**src/rtl/osched_pkg.sv**
```systemverilog
package osched_pkg;

   typedef enum logic [1:0] {
      FMT_IQG  = 2'd0,
      FMT_PIQG = 2'd1,
      FMT_IQ   = 2'd2,
      FMT_PK   = 2'd3
   } fmt_e;

   typedef enum logic [1:0] {
      WT_I    = 2'd0,
      WT_Q    = 2'd1,
      WT_IQ   = 2'd2,
      WT_GAIN = 2'd3
   } wtype_e;

   typedef enum logic [1:0] {
      ST_IDLE = 2'd0,
      ST_OVH  = 2'd1,
      ST_DATA = 2'd2
   } st_e;

   // words each channel occupies on the port
   function automatic logic [1:0] words_per_ch(fmt_e f);
      case (f)
         FMT_IQG:  return 2'd3;
         FMT_PIQG: return 2'd2;
         FMT_IQ:   return 2'd2;
         default:  return 2'd1;
      endcase
   endfunction

   // type of word number idx within one channel
   function automatic wtype_e word_type(fmt_e f, logic [1:0] idx);
      case (f)
         FMT_IQG:  return (idx == 2'd0) ? WT_I  : ((idx == 2'd1) ? WT_Q : WT_GAIN);
         FMT_PIQG: return (idx == 2'd0) ? WT_IQ : WT_GAIN;
         FMT_IQ:   return (idx == 2'd0) ? WT_I  : WT_Q;
         default:  return WT_IQ;
      endcase
   endfunction

endpackage

```
**src/rtl/osched_next_ch.sv**
```systemverilog
module osched_next_ch #(
   parameter int NUM_CH = 4,
   localparam int CH_W  = (NUM_CH > 1) ? $clog2(NUM_CH) : 1,
   localparam int FW    = CH_W + 1
) (
   input  logic [NUM_CH-1:0] mask,
   input  logic [FW-1:0]     floor_idx,
   output logic              found,
   output logic [CH_W-1:0]   idx
);

   logic [NUM_CH-1:0] elig;

   genvar g;
   generate
      for (g = 0; g < NUM_CH; g++) begin : g_elig
         assign elig[g] = mask[g] && (FW'(g) >= floor_idx);
      end
   endgenerate

   // lowest eligible channel wins (R4 ascending order)
   always_comb begin
      found = 1'b0;
      idx   = '0;
      for (int k = NUM_CH - 1; k >= 0; k--) begin
         if (elig[k]) begin
            found = 1'b1;
            idx   = CH_W'(k);
         end
      end
   end

endmodule

```
**src/rtl/osched_word_mux.sv**
```systemverilog
module osched_word_mux
   import osched_pkg::*;
#(
   parameter int NUM_CH = 4,
   parameter int DATA_W = 16,
   localparam int CH_W  = (NUM_CH > 1) ? $clog2(NUM_CH) : 1,
   localparam int HALF  = DATA_W / 2
) (
   input  logic [NUM_CH*DATA_W-1:0] i_bus,
   input  logic [NUM_CH*DATA_W-1:0] q_bus,
   input  logic [NUM_CH*DATA_W-1:0] g_bus,
   input  logic [CH_W-1:0]          sel_ch,
   input  wtype_e                   wt,
   output logic [DATA_W-1:0]        word
);

   logic [DATA_W-1:0] i_arr [NUM_CH];
   logic [DATA_W-1:0] q_arr [NUM_CH];
   logic [DATA_W-1:0] g_arr [NUM_CH];

   genvar g;
   generate
      for (g = 0; g < NUM_CH; g++) begin : g_split
         assign i_arr[g] = i_bus[g*DATA_W +: DATA_W];
         assign q_arr[g] = q_bus[g*DATA_W +: DATA_W];
         assign g_arr[g] = g_bus[g*DATA_W +: DATA_W];
      end
   endgenerate

   always_comb begin
      case (wt)
         WT_I:    word = i_arr[sel_ch];
         WT_Q:    word = q_arr[sel_ch];
         WT_IQ:   word = {i_arr[sel_ch][DATA_W-1 -: HALF], q_arr[sel_ch][DATA_W-1 -: HALF]};
         default: word = g_arr[sel_ch];
      endcase
   end

endmodule

```
**src/rtl/osched_port_sched.sv**
```systemverilog
module osched_port_sched
   import osched_pkg::*;
#(
   parameter int NUM_CH = 4,
   parameter int DATA_W = 16,
   localparam int CH_W  = (NUM_CH > 1) ? $clog2(NUM_CH) : 1,
   localparam int FW    = CH_W + 1
) (
   input  logic                     clk,
   input  logic                     rst_n,
   input  logic [NUM_CH-1:0]        ch_en,
   input  logic [NUM_CH-1:0]        ch_valid,
   input  logic [NUM_CH*DATA_W-1:0] ch_i,
   input  logic [NUM_CH*DATA_W-1:0] ch_q,
   input  logic [NUM_CH*DATA_W-1:0] ch_gain,
   input  logic [1:0]               fmt_sel,
   output logic [DATA_W-1:0]        port_data,
   output logic                     port_valid,
   output logic [CH_W-1:0]          port_ch,
   output logic [1:0]               port_wtype,
   output logic                     frame_start,
   output logic                     overrun
);

   generate
      if (NUM_CH < 1) begin : g_bad_ch
         $error("NUM_CH must be at least 1");
      end
      if (DATA_W < 2 || (DATA_W % 2) != 0) begin : g_bad_w
         $error("DATA_W must be even and at least 2");
      end
   endgenerate

   st_e                     st_q;
   fmt_e                    fmt_q;
   logic [NUM_CH-1:0]       mask_q;
   logic [CH_W-1:0]         cur_q;
   logic [1:0]              widx_q;
   logic [NUM_CH*DATA_W-1:0] lat_i, lat_q, lat_g;
   logic                    overrun_q;

   logic [NUM_CH-1:0] cap_mask;
   logic              arrive, can_accept, accept;
   logic [1:0]        wpc;
   logic              ch_last_word, frame_last;
   logic              nxt_found, first_found;
   logic [CH_W-1:0]   nxt_idx, first_idx;
   wtype_e            cur_wt;
   logic [DATA_W-1:0] mux_word;

   assign cap_mask = ch_valid & ch_en;
   assign arrive   = |cap_mask;

   osched_next_ch #(.NUM_CH(NUM_CH)) u_first (
      .mask      (mask_q),
      .floor_idx ('0),
      .found     (first_found),
      .idx       (first_idx)
   );

   osched_next_ch #(.NUM_CH(NUM_CH)) u_next (
      .mask      (mask_q),
      .floor_idx ({1'b0, cur_q} + FW'(1)),
      .found     (nxt_found),
      .idx       (nxt_idx)
   );

   assign wpc          = words_per_ch(fmt_q);
   assign ch_last_word = (widx_q == (wpc - 2'd1));
   assign frame_last   = (st_q == ST_DATA) && ch_last_word && !nxt_found;
   assign can_accept   = (st_q == ST_IDLE) || frame_last;
   assign accept       = arrive && can_accept;
   assign cur_wt       = word_type(fmt_q, widx_q);

   always_ff @(posedge clk or negedge rst_n) begin
      if (!rst_n) begin
         st_q      <= ST_IDLE;
         fmt_q     <= FMT_IQG;
         mask_q    <= '0;
         cur_q     <= '0;
         widx_q    <= '0;
         lat_i     <= '0;
         lat_q     <= '0;
         lat_g     <= '0;
         overrun_q <= 1'b0;
      end else begin
         overrun_q <= arrive && !can_accept;
         if (accept) begin
            st_q   <= ST_OVH;
            fmt_q  <= fmt_e'(fmt_sel);
            mask_q <= cap_mask;
            lat_i  <= ch_i;
            lat_q  <= ch_q;
            lat_g  <= ch_gain;
            cur_q  <= '0;
            widx_q <= '0;
         end else begin
            case (st_q)
               ST_OVH: begin
                  st_q   <= first_found ? ST_DATA : ST_IDLE;
                  cur_q  <= first_idx;
                  widx_q <= '0;
               end
               ST_DATA: begin
                  if (!ch_last_word) begin
                     widx_q <= widx_q + 2'd1;
                  end else if (nxt_found) begin
                     cur_q  <= nxt_idx;
                     widx_q <= '0;
                  end else begin
                     st_q <= ST_IDLE;
                  end
               end
               default: st_q <= ST_IDLE;
            endcase
         end
      end
   end

   osched_word_mux #(.NUM_CH(NUM_CH), .DATA_W(DATA_W)) u_mux (
      .i_bus  (lat_i),
      .q_bus  (lat_q),
      .g_bus  (lat_g),
      .sel_ch (cur_q),
      .wt     (cur_wt),
      .word   (mux_word)
   );

   assign frame_start = (st_q == ST_OVH);
   assign port_valid  = (st_q == ST_DATA);
   assign port_ch     = port_valid ? cur_q : '0;
   assign port_wtype  = port_valid ? cur_wt : 2'd0;
   assign port_data   = port_valid ? mux_word : '0;
   assign overrun     = overrun_q;

   // the overhead cycle is followed directly by a data word
   a_r2_start_then_data: assert property (@(posedge clk) disable iff (!rst_n)
      frame_start |=> (port_valid && !frame_start));

   // channel index never decreases inside a run of data words
   a_r4_ascending: assert property (@(posedge clk) disable iff (!rst_n)
      (port_valid && $past(port_valid)) |-> (port_ch >= $past(port_ch)));

   // within a channel no word follows gain and I never follows another word
   a_r4_word_order: assert property (@(posedge clk) disable iff (!rst_n)
      (port_valid && $past(port_valid) && port_ch == $past(port_ch))
         |-> (port_wtype != 2'd0 && $past(port_wtype) != 2'd3));

   // a dropped sample is only ever reported while a frame is still sending
   a_r10_overrun_mid_frame: assert property (@(posedge clk) disable iff (!rst_n)
      overrun |-> port_valid);

endmodule

```
**config.mk**
```make
export PLATFORM = sky130hd
export DESIGN_NAME = osched_port_sched
export DESIGN_NICKNAME = d
export VERILOG_FILES = /design/src/rtl/osched_pkg.sv /design/src/rtl/osched_next_ch.sv /design/src/rtl/osched_word_mux.sv /design/src/rtl/osched_port_sched.sv
export SDC_FILE = /design/constraint.sdc
export NUM_CORES = 1
export LEC_CHECK = 0
export BUFFER_PORTS_ARGS = -buffer_cell sky130_fd_sc_hd__clkbuf_2
export CORE_ASPECT_RATIO = 0.7
export CORE_UTILIZATION = 35
export CTS_BUF_LIST = sky130_fd_sc_hd__clkbuf_2
export DETAILED_ROUTE_END_ITERATION = 8
export GPL_ROUTABILITY_DRIVEN = 0
export PLACE_DENSITY = 0.66
export SLEW_MARGIN = 10
export SYNTH_ARGS = -nofsm -noshare
export SYNTH_HDL_FRONTEND = slang
export SYNTH_SLANG_ARGS = --single-unit
```
**constraint.sdc**
```tcl
create_clock -name clk -period 2.2 [get_ports clk]
set_input_delay 0.44 -clock clk [delete_from_list [all_inputs] [get_ports clk]]
set_output_delay 0.44 -clock clk [all_outputs]
set_load 0.05 [all_outputs]
```
==> flow_summary.yaml <==
run_status:
  outcome: "finished with violations"
  violations: "setup timing"
route:
  drt-met1-wl_um: 15800
  routed-wl-met3_um: 2940
  vias_per_cell: 4.94
  dr_wl_met2_um: 15600
  ant_nets: 0
  wl_um: 35200
  drt_iter0_drc: 836
  avgRoutedWirePerCell_um: 18.4
  drtPass1Iterations: 5
  drcViolationCount: 0
  topRoutingLayerUsed: "met4"
  vias: 9432
clock_network:
  h-tree-depth: 2
  clk_pin_slew_worst_paths_ns: 0.12
  cts.sinks: 205
  clk_latency_ns: 0.86
  clockRootBuffer: "clkbuf_2"
  cts_buffer_depth: 3
  cts_tree: "done"
  cts_made_buffers: 51
yosys:
  syn-cell-area_um2: 9790
  async_flop_share: 1.00
  ys.flop_type: "dfrtp_1"
  yosys.area.top_type: "dfrtp_1"
  synth_cells: 1027
  ys_seq_elements: 205
  synth_edf_count: 0
  yosys_warnings: 0
  synth_seq_area_share: 0.524
  synth_area_per_cell_um2: 9.53
  ys_types: 42
  synth_area_leaders: "dfrtp_1 (52%), nand2_1 (22%), mux4_2 (11%), mux2i_1 (2.6%), buf_6 (2.2%)"
  synth_nets: 1240
  synth_top_area_frac: 0.524
cells_and_area:
  seq_area_um2: 5130
  nNetsFinal: 1729
  area_delta_synth_final_pct: 56.2
  drive_gt1_frac: 0.323
  diodes: 0
  fin_cells: 1908
  nFillCells: 2239
  multiInputGateArea_um2: 4800
global_routing:
  grt_usage: 0.241
  grt_overflow_total: 0
  grt_max_degree: 95
  grt_pass1_vias: 9487
  grt_pass1_wl_um: 52700
  antenna_found_initial: 0
timing:
  fmax_mhz: 311
  period_minus_slack_ns: 3.21
  relSlewSlack: 0.738
  worstMarginPinSlew_ns: 0.393
  finalSetupViolCount: 21
  slew_violations: 0
  finalHoldViolations: 0
  rsz0062_at_grt: "yes"
  skew_ns: 0.0499
  setup_slack_ns: -1.01
  period_share: 1.46
floorplanning:
  row_count: 50
  fp.dieArea_um2: 28600
  coreArea_um2: 27100
  die_w_um: 202
  fp.dieH_um: 142
  start_util: 0.361
  ios: 227
critical_path:
  critical_path_arrival_ns: 2.77
  crit_fanout: 7
  required_ns: 1.76
  path_class: "flop to primary output"
  cp-end-kind: "primary output"
  start_kind: "flop"
place:
  place_inst: 1604
  pre_cts_slack_ns: -0.296
  dp_hpwl_um: 23200
  numPortBuffers: 226
power:
  ir_worst_vdd_mv: 0.537
  leakagePower_nw: 7.57
  powerDensity_nw_per_um2: 1350
run:
  max_cap_violations: 0
worst_hold_path:
  hold_class: "primary input to asynchronous set/reset pin"
-- kinds of logic (layout without fill, tap and decap cells) --
group | Yosys count | count (layout) | synth area share
AND/OR/NAND/NOR | 605 | 605 | 0.236
flip-flops | 205 | 205 | 0.524
buffers and inverters | 76 | 593 | 0.0501
multiplexers | 74 | 74 | 0.137
AO/OA/AOI/OAI | 56 | 56 | 0.0394
adder cells (fa/ha/maj) | 9 | 9 | 0.0115
XOR/XNOR | 2 | 2 | 0.00179
-- area by class of cell --
class | count | area share
Timing Repair Buffer | 500 | 0.288
Inverter | 12 | 0.00319
Tap cell | 364 | 0.0298
Clock inverter | 14 | 0.00777
Multi-Input combinational cell | 746 | 0.314
Sequential cell | 205 | 0.336
Clock buffer | 67 | 0.0219
-- state kept, by name (all words and copies together), names as in the netlist --
signal and flops:
widx_q 2, cur_q 2, overrun 1, lat_g 64
fmt_q 2, lat_q 64, mask_q 4, lat_i 64
st_q 2
-- worst max-delay path, stage by stage (launching register included) --
cell     delay [ns]
dfrtp_1        0.42
inv_2          0.07
ha_4           0.17
buf_6          0.12
nor3_4         0.30
buf_6          0.19
buf_16         0.14
mux2i_4        0.27
o22ai_4        0.11
buf_8          0.16
-- path summary, 6_finish.rpt --
path | from | endpoint | slack, ns | cells after the start
min in group clk | ch_q[37] | lat_q[37] | 0.32 | 4
setup reg to reg | fmt_q[1] | lat_i[44] | 0.08 | 10
max in group asynchronous | rst_n | lat_i[58] | 1.40 | 3
hold reg to reg | lat_i[49] | lat_i[49] | 0.48 | 2
setup / recovery | widx_q[0] | port_data[4] | -1.01 | 9
hold / removal | rst_n | lat_i[63] | 0.08 | 2
-- layer usage --
metal | vias up | global-route usage
met3 | 68 | 0.0599
li1 | 4332 | -
met1 | 4604 | 0.343
met5 | - | 0
met2 | 428 | 0.362
met4 | 0 | 0.0734
-- power by group --
group | leakage, nW | switching [W] | internal (W)
Sequential | 2.52 | 0.00135 | 0.00561
Clock | 0.336 | 0.00160 | 0.00106
Combinational | 4.72 | 0.00597 | 0.00507
-- repair_timing --
action | in CTS | in global routing
pin swaps | 14 | 15
setup endpoints to repair | 47 | 204
buffers inserted | 14 | 10
endpoints found under the hold margin | 403 | 0
hold buffers | 203 | 0
gates resized for setup | 119 | 38
cloned | 3 | 3
-- per-stage QoR --
step	utilization	TNS [ns]	hold WS [ns]	power (W)	cell area, um^2
after global placement	0.438	-2.15	0.389	0.0155	11900
after detailed placement	0.438	-2.97	0.386	0.0157	11900
final	0.564	-16.71	0.0779	0.0207	15300
after global routing	0.564	-19.76	0.0561	0.0219	15300
after CTS	0.556	-18.07	0.00669	0.0201	15100
after floorplan	-	-1.15	0.144	0.0129	10100
-- cells in the final DEF (no fill, tap or decap), drive strengths merged, types with 13 or more instances in the layout --
cell	netlist	layout
clkbuf	17	279
mux4	48	48
o21ai	16	16
mux2i	25	25
buf	47	84
dlygate4sd3	0	203
a21oi	13	13
dfrtp	205	205
nand2	583	583
-- Yosys cell counts (3+ instances only) --
cell and number:
nand3_1 3, o22ai_1 9, buf_4 5, o21ai_0 15
buf_2 22, inv_1 12, mux2i_1 25, buf_6 19
clkbuf_1 17, nor2_1 6, ha_1 9, mux4_2 48
a21oi_1 13, dfrtp_1 205, nand2_1 583
Power figures use the tool's default switching activity.
